File: config.mk
export PLATFORM = sky130hd
export DESIGN_NAME = comp_trunc_tree
export DESIGN_NICKNAME = d
export VERILOG_FILES = /design/src/rtl/ctt_pkg.sv /design/src/rtl/ctt_align.sv /design/src/rtl/ctt_csa32.sv /design/src/rtl/ctt_csa_tree.sv /design/src/rtl/ctt_cpa.sv /design/src/rtl/comp_trunc_tree.sv
export SDC_FILE = /design/constraint.sdc
export NUM_CORES = 1
export LEC_CHECK = 0
export BUFFER_PORTS_ARGS = -buffer_cell sky130_fd_sc_hd__buf_2
export CAP_MARGIN = 40
export CORE_UTILIZATION = 45
export DETAILED_ROUTE_END_ITERATION = 10
export PLACE_DENSITY = 0.72
export REMOVE_ABC_BUFFERS = 1
export SETUP_SLACK_MARGIN = 0.5
export SLEW_MARGIN = 20
export SYNTH_ARGS = -nofsm -noshare
export SYNTH_HDL_FRONTEND = slang
export SYNTH_SLANG_ARGS = --single-unit
File: constraint.sdc
create_clock -name clk -period 10.3 [get_ports clk]
set_input_delay 3.09 -clock clk [delete_from_list [all_inputs] [get_ports clk]]
set_output_delay 3.09 -clock clk [all_outputs]
set_load 0.005 [all_outputs]
File: src/rtl/ctt_pkg.sv
package ctt_pkg;

  typedef enum logic [1:0] {
    SUM_EXACT  = 2'd0,
    SUM_DIRECT = 2'd1,
    SUM_COMP   = 2'd2
  } sum_mode_e;

  // rows left after a number of 3:2 levels
  function automatic int rows_after(int rows, int levels);
    int r;
    r = rows;
    for (int l = 0; l < levels; l++) r = 2 * (r / 3) + (r % 3);
    return r;
  endfunction

  // 3:2 levels needed to bring a row count down to two
  function automatic int level_count(int rows);
    int r;
    int n;
    r = rows;
    n = 0;
    while (r > 2) begin
      r = 2 * (r / 3) + (r % 3);
      n++;
    end
    return n;
  endfunction

  // rounded mean carry of the discarded region, word k shifted by k
  function automatic int mean_carry_bias(int n_words, int cut);
    int acc;
    acc = 0;
    for (int k = 0; k < n_words; k++)
      if (k < cut) acc += (2 ** cut) - (2 ** k);
    return (acc + (2 ** cut)) / (2 ** (cut + 1));
  endfunction

endpackage

File: src/rtl/ctt_align.sv
module ctt_align #(
  parameter int                 W_WORD = 9,
  parameter int                 W_SUM  = 18,
  parameter int                 SHIFT  = 0,
  parameter int                 CUT    = 6,
  parameter ctt_pkg::sum_mode_e MODE   = ctt_pkg::SUM_COMP
) (
  input  logic [W_WORD-1:0] word_i,
  output logic [W_SUM-1:0]  row_o
);
  localparam logic [W_SUM-1:0] KEEP_MASK = ~((W_SUM'(1) << CUT) - W_SUM'(1));

  logic [W_SUM-1:0] wide;
  logic [W_SUM-1:0] shifted;

  assign wide    = {{(W_SUM - W_WORD){word_i[W_WORD-1]}}, word_i};
  assign shifted = wide << SHIFT;

  generate
    if (MODE == ctt_pkg::SUM_EXACT) begin : g_full
      assign row_o = shifted;
    end else begin : g_cut
      assign row_o = shifted & KEEP_MASK;
    end
  endgenerate
endmodule

File: src/rtl/ctt_csa32.sv
module ctt_csa32 #(
  parameter int W = 18
) (
  input  logic [W-1:0] a_i,
  input  logic [W-1:0] b_i,
  input  logic [W-1:0] c_i,
  output logic [W-1:0] sum_o,
  output logic [W-1:0] carry_o
);
  assign carry_o[0] = 1'b0;
  generate
    for (genvar b = 0; b < W; b++) begin : g_bit
      assign sum_o[b] = a_i[b] ^ b_i[b] ^ c_i[b];
      if (b < W - 1) begin : g_cy
        assign carry_o[b+1] = (a_i[b] & b_i[b]) | (a_i[b] & c_i[b]) | (b_i[b] & c_i[b]);
      end
    end
  endgenerate
endmodule

File: src/rtl/ctt_csa_tree.sv
module ctt_csa_tree #(
  parameter int W    = 18,
  parameter int ROWS = 9
) (
  input  logic [W-1:0] rows_i [ROWS],
  output logic [W-1:0] vec_a_o,
  output logic [W-1:0] vec_b_o
);
  localparam int NLEV = ctt_pkg::level_count(ROWS);

  logic [W-1:0] lvl [NLEV+1][ROWS];

  generate
    for (genvar r = 0; r < ROWS; r++) begin : g_in
      assign lvl[0][r] = rows_i[r];
    end

    for (genvar lv = 0; lv < NLEV; lv++) begin : g_lvl
      localparam int RIN  = ctt_pkg::rows_after(ROWS, lv);
      localparam int NG   = RIN / 3;
      localparam int REM  = RIN % 3;
      localparam int ROUT = 2 * NG + REM;
      for (genvar g = 0; g < NG; g++) begin : g_grp
        ctt_csa32 #(.W(W)) u_csa (
          .a_i    (lvl[lv][3*g]),
          .b_i    (lvl[lv][3*g+1]),
          .c_i    (lvl[lv][3*g+2]),
          .sum_o  (lvl[lv+1][2*g]),
          .carry_o(lvl[lv+1][2*g+1])
        );
      end
      for (genvar r = 0; r < REM; r++) begin : g_pass
        assign lvl[lv+1][2*NG+r] = lvl[lv][3*NG+r];
      end
      for (genvar r = ROUT; r < ROWS; r++) begin : g_zero
        assign lvl[lv+1][r] = '0;
      end
    end
  endgenerate

  assign vec_a_o = lvl[NLEV][0];
  assign vec_b_o = (ROWS > 1) ? lvl[NLEV][ROWS > 1 ? 1 : 0] : '0;
endmodule

File: src/rtl/ctt_cpa.sv
module ctt_cpa #(
  parameter int W = 18
) (
  input  logic [W-1:0] a_i,
  input  logic [W-1:0] b_i,
  output logic [W-1:0] sum_o
);
  assign sum_o = a_i + b_i;
endmodule

File: src/rtl/comp_trunc_tree.sv
module comp_trunc_tree #(
  parameter int                 N_WORDS   = 8,
  parameter int                 W_WORD    = 9,
  parameter int                 CUT       = 6,
  parameter int                 PIPE      = 1,
  parameter ctt_pkg::sum_mode_e MODE      = ctt_pkg::SUM_COMP,
  parameter int                 COMP_BIAS = ctt_pkg::mean_carry_bias(N_WORDS, CUT),
  localparam int                W_SUM     = W_WORD + N_WORDS + 1,
  localparam int                W_OUT     = W_SUM - CUT
) (
  input  logic                        clk,
  input  logic                        rst,
  input  logic [N_WORDS*W_WORD-1:0]   words_i,
  input  logic                        valid_i,
  output logic                        valid_o,
  output logic signed [W_OUT-1:0]     sum_o
);
  localparam int ROWS = N_WORDS + 1;

  logic [W_SUM-1:0]        rows0 [ROWS];
  logic [W_SUM-1:0]        vec_a, vec_b;
  logic [W_SUM-1:0]        st_a, st_b;
  logic                    st_vld;
  logic [W_SUM-1:0]        total_u;
  logic signed [W_SUM-1:0] total;

  generate
    for (genvar k = 0; k < N_WORDS; k++) begin : g_word
      ctt_align #(
        .W_WORD(W_WORD), .W_SUM(W_SUM), .SHIFT(k), .CUT(CUT), .MODE(MODE)
      ) u_align (
        .word_i(words_i[k*W_WORD +: W_WORD]),
        .row_o (rows0[k])
      );
    end

    if (MODE == ctt_pkg::SUM_EXACT) begin : g_round_row
      assign rows0[N_WORDS] = W_SUM'(1) << (CUT - 1);
    end else if (MODE == ctt_pkg::SUM_COMP) begin : g_bias_row
      assign rows0[N_WORDS] = W_SUM'(COMP_BIAS) << CUT;
    end else begin : g_no_row
      assign rows0[N_WORDS] = '0;
    end
  endgenerate

  ctt_csa_tree #(.W(W_SUM), .ROWS(ROWS)) u_tree (
    .rows_i (rows0),
    .vec_a_o(vec_a),
    .vec_b_o(vec_b)
  );

  generate
    if (PIPE != 0) begin : g_pipe
      always_ff @(posedge clk) begin
        if (rst) st_vld <= 1'b0;
        else     st_vld <= valid_i;
        st_a <= vec_a;
        st_b <= vec_b;
      end
    end else begin : g_flow
      assign st_vld = valid_i;
      assign st_a   = vec_a;
      assign st_b   = vec_b;
    end
  endgenerate

  ctt_cpa #(.W(W_SUM)) u_cpa (
    .a_i  (st_a),
    .b_i  (st_b),
    .sum_o(total_u)
  );

  assign total = total_u;

  always_ff @(posedge clk) begin
    if (rst) begin
      valid_o <= 1'b0;
      sum_o   <= '0;
    end else begin
      valid_o <= st_vld;
      if (st_vld) sum_o <= W_OUT'(total >>> CUT);
    end
  end
endmodule

Yosys cells after proc, flatten, opt, wreduce, memory -nomap -nowiden
Index checks and enable logic that the tools add are counted.
Operators by class
  add/sub/neg operators: 1
  bitwise operators: 359
Operator list (number)
  $and A1 B1 Y1: 152
  $xor A1 B1 Y1: 105
  $or A1 B1 Y1: 100
  $add A18 B18 Y18: 1
  $not A1 Y1: 2
Storage, ports and cells
  register bits after elaboration: 36
  input port bits: 75
  output and inout port bits: 13
  logic and storage cells: 365

Depth between registers and ports, before layout
  depth in word-level cells: 12
  gate-level depth with buffers: 8
  mapped depth without buffers: 8

By module
A second synthesis with hierarchy kept.
Second synthesis, totals
  cell total of the unflattened synthesis: 500
  area total of the unflattened synthesis: 5903.2 µm²
Modules (own cells, without submodules)
  ctt_csa32: times used 7, cells each 20, area an instance 375.4 µm², seq. area each 0.0 µm²
  comp_trunc_tree: times used 1, cells each 81, area an instance 1222.4 µm², seq. area each 1001.0 µm²
  ctt_align: times used 8, cells each 19, area an instance 138.9 µm², seq. area each 0.0 µm²
  ctt_cpa: times used 1, cells each 127, area an instance 942.2 µm², seq. area each 0.0 µm²

Least setup slack after synthesis
OpenSTA, ideal clock, no wires.
  kind: input-to-reg
  start: input port words_i[8]
  end: register st_a[13]
  library setup time: 131 ps
  data arrival time: 5748 ps
  data required time: 10169 ps
  setup slack: 4420 ps
  stages on the path: 8
  buffers on the path: 0
  path through: inv_1 > fa_1 > inv_1 > fa_1 > inv_1 > fa_1 > inv_1 > fa_1
Between the ends
  word-level cells in the longest chain between the ends: 11
  elaborated cells between the ends (all ways): 27
  those cells by class: bitwise (27)
RTL lines
  start, declared: RTL line comp_trunc_tree.sv:13  | input logic [N_WORDS*W_WORD-1:0] words_i,
  $and A1 B1 Y1: RTL line ctt_csa32.sv:15  | assign carry_o[b+1] = (a_i[b] & b_i[b]) | (a_i[b] & c_i[b]) | (b_i[b] & c_i[b]);
  $or A1 B1 Y1 (2 in series): RTL line ctt_csa32.sv:15
  $and A1 B1 Y1: RTL line ctt_csa32.sv:15
  $or A1 B1 Y1 (2 in series): RTL line ctt_csa32.sv:15
  $and A1 B1 Y1: RTL line ctt_csa32.sv:15
  $or A1 B1 Y1 (2 in series): RTL line ctt_csa32.sv:15
  $xor A1 B1 Y1 * (2 in series): RTL line ctt_csa32.sv:13  | assign sum_o[b] = a_i[b] ^ b_i[b] ^ c_i[b];
  via u_tree.g_lvl[3].g_grp[0].u_csa.sum_o[13]: RTL line ctt_csa32.sv:7  | output logic [W-1:0] sum_o,
  end signal, assigned: RTL line comp_trunc_tree.sv:57  | st_a <= vec_a;
  end, declared: RTL line comp_trunc_tree.sv:22  | logic [W_SUM-1:0] st_a, st_b;
Mark *: on every way through the listed nets, which the timed path passes. The rest lies on a longest branch.
A chain may end at the register's enable or synchronous reset.

Worst setup path after layout
Same ends and word-level chain as after synthesis.

==> key figures <==
Status
  • Status: complete, no violations

Floorplanning
  • Die height: 81.64 um
  • Core Footprint: 6026 um2
  • Die width: 81.64 um
  • Core Rows: 28
  • Starting density of the core: 47.36%
  • DIE AREA: 6664 um2
  • I/O Pins: 88

Timing
  • Worst hold slack: 0.4757 ns
  • Crit share post-route: 56.15%
  • Rel. slew slack: 71.99%
  • Max frequency: 172.9 MHz
  • Unrepaired setup endpoints after global routing: no
  • Max Slew Vio Count: 0
  • Fin crit period: 5.783 ns
  • Endpoints failing setup: 0
  • Hold Vio Cnt, Final: 0
  • Setup Skew: 0.003944 ns
  • Worst-margin pin slew: 0.4196 ns
  • Setup TNS: 0 ns

CTS
  • Skew-Pair Late Insertion Delay: 0.28 ns
  • CTS tree: done
  • CTS Hold Bufs: 0
  • Clock Tree Root: clkbuf_8
  • Clk slew on worst S/H paths: 0.07 ns
  • H-tree depth: 2
  • Cts repair resizes: 0
  • Sink Count: 36
  • Total CTS buffers: 5
  • Clk buf depth: 2
  • Setup Buffers After CTS: 0

Global route
  • Number of global-route vias before repair: 1700
  • GRT Residual Overflow: 0
  • GRT Total Usage: 13.98%
  • Antenna violations before repair: 0
  • Largest net degree at the start of global routing: 25
  • Wire length of the first global-routing pass: 7.058 mm

Yosys
  • Post-synthesis sequential area ratio: 25.25%
  • Number of synthesized flops with an enable pin: 0
  • Ys async rst share: 0%
  • Syn Inst Count: 279
  • Ys Warns: 0
  • Most used DFF post-synth: dfxtp_1
  • Post-synthesis cell type count: 36
  • Post-Syn Area: 2854 um2
  • Post-synthesis area per instance: 10.23 um2
  • Yosys reg bits: 36

Critical path
  • Setup crit end kind: flop
  • Worst EP arrival: 6.01 ns
  • WP data required: 10.53 ns
  • CP Class: input pin to flop
  • Max FO, Critical Path: 4
  • RR Endpoint: sum_o[10]
  • Worst reg2reg path startpoint: st_b[8]
  • R2R Setup Slk: 8.23 ns
  • Worst Setup Start Kind: input pin
  • Worst reg2reg path depth: 8

Drt
  • Routed WL: 4.168 mm
  • Via density: 4.461
  • ANT nets after route: 0
  • 1st-iter DRT viols: 60
  • Drc violations: 0
  • TritonRoute pass-1 iters: 4
  • DR vias: 1896
  • Routed WL per cell: 9.807 um

Pwr
  • Seq pwr share: 30.4%
  • Psw: 0.0002962 W
  • Pwr dens: 222.6 nW/um2
  • LEAKAGE: 1.775 nW
  • Internal Power: 0.0004529 W
  • Logic pwr share: 56.2%
  • Sw frac: 39.54%
  • Max IR drop VDD: 0.1097 mV
  • Clock network power share: 13.4%

Layout
  • Layout area overhead: 17.93%
  • Diode count: 0
  • Final nets: 495
  • Layout cell share with drive strength beyond 1: 22.29%
  • Fillers: 546
  • Final design instance area without fill: 3366 um2

Worst hold path
  • Hold Crit Class: flop to flop
  • Worst hold path depth: 2
  • Hold_sp: st_a[7]
  • Hold worst-path end: sum_o[1]

Placed design
  • Placed inst area: 3261 um2
  • DP HPWL: 3.642 mm
  • Port Buf Inserts: 66
  • RePlAce Congestion: 0.7987

Flow run
  • Max-Cap Viols: 0
power groups by stage:
stage	clock network (W)	logic [W]	registers [W]
global placement	0	0.000413	0.000230
finish	0.000100	0.000421	0.000227
global route	0.000110	0.000499	0.000235
detailed placement	0	0.000424	0.000232
floorplan	0	0.000323	0.000229
CTS	0.000105	0.000428	0.000229
worst max-delay path: stages:
cell and delay, ns:
buf_2 0.07, inv_1 0.10, fa_1 0.72, inv_1 0.11
fa_1 0.70, inv_1 0.11, fa_1 0.54, inv_1 0.05
fa_1 0.52
cell families (layout without fill, tap and decap cells):
family / Yosys count / count (layout) / share of synthesized area, %
multiplexers: 6 / 6 / 2.104
XOR/XNOR: 5 / 5 / 1.534
AO/OA/AOI/OAI: 27 / 27 / 6.664
AND/OR/NAND/NOR: 40 / 40 / 7.716
buffers and inverters: 94 / 165 / 12.45
flip-flops: 36 / 36 / 25.25
adder cells (fa/ha/maj): 71 / 71 / 44.28
metrics by stage:
| step | power [W] | utilization (%) | setup WS, ns | std cells |
|---|---|---|---|---|
| global route | 0.0008430 | 55.86 | 4.360 | 425 |
| global placement | 0.0006430 | 54.11 | 4.218 | 416 |
| CTS | 0.0007620 | 55.67 | 4.490 | 424 |
| floorplan | 0.0005520 | - | 4.420 | 275 |
| detailed placement | 0.0006562 | 54.11 | 4.187 | 416 |
| finish | 0.0007491 | 55.86 | 4.517 | 425 |
layer usage:
| layer | vias up | track usage (%) | share of wire, % |
|---|---|---|---|
| met5 | - | 0 | 0 |
| met4 | 0 | 5.789 | 1.7 |
| met3 | 5 | 3.000 | 4.7 |
| met2 | 42 | 22.83 | 49 |
| met1 | 879 | 17.99 | 44 |
| li1 | 970 | - | - |
worst max-delay path by stage:
stage | start | end | slack, ns | cells after the start
3_3_place_gp | words_i[8] | st_a[13] | 4.22 | 9
3_5_place_dp | words_i[8] | st_a[13] | 4.19 | 9
4_1_cts | words_i[8] | st_a[13] | 4.49 | 9
5_1_grt | words_i[8] | st_a[13] | 4.36 | 9
6_report | words_i[8] | st_a[13] | 4.52 | 9
2_1_floorplan | words_i[8] | st_a[13] | 4.42 | 8
area by class of cell:
type,instances,area (um2),area share [%]
flip-flops and latches,36,720.7,21.41
inverters,90,337.8,10.04
clock inverters,1,7.507,0.2230
well taps,75,93.84,2.788
repair buffers,67,341.6,10.15
clock buffers,7,86.33,2.565
multi-input cells,149,1778,52.83
cells in the final DEF (no fill, tap or decap), types with 2 or more instances in the layout:
master / synthesis / routed
nor2_1: 12 / 12
buf_2: 2 / 66
dfxtp_1: 36 / 36
a211oi_1: 2 / 2
nand2_1: 6 / 6
o21ai_0: 6 / 6
nor2b_1: 2 / 2
o32a_1: 2 / 2
a21o_1: 3 / 3
a21oi_1: 4 / 4
mux2i_1: 6 / 6
xnor2_1: 4 / 4
ha_1: 21 / 21
clkbuf_8: 0 / 6
o311ai_0: 2 / 2
nand4_1: 3 / 3
or3b_1: 2 / 2
nand2b_1: 5 / 5
nor3b_1: 4 / 4
inv_1: 90 / 90
fa_1: 50 / 50
Yosys cell counts, types with 4 or more instances:
cell	count	share of area [%]
ha_1	21	9.2
o21ai_0	6	1.1
inv_1	90	12
xnor2_1	4	1.2
nor3b_1	4	1.1
a21oi_1	4	0.70
fa_1	50	35
mux2i_1	6	2.1
nor2_1	12	1.6
nand2_1	6	0.79
dfxtp_1	36	25
nand2b_1	5	1.1
registers in the layout, indices dropped and copies added, names as in the netlist:
signal	count
sum_o	12
st_b	10
valid_o	1
st_a	12
st_vld	1
Note: power is estimated with default switching activity, not from simulation.
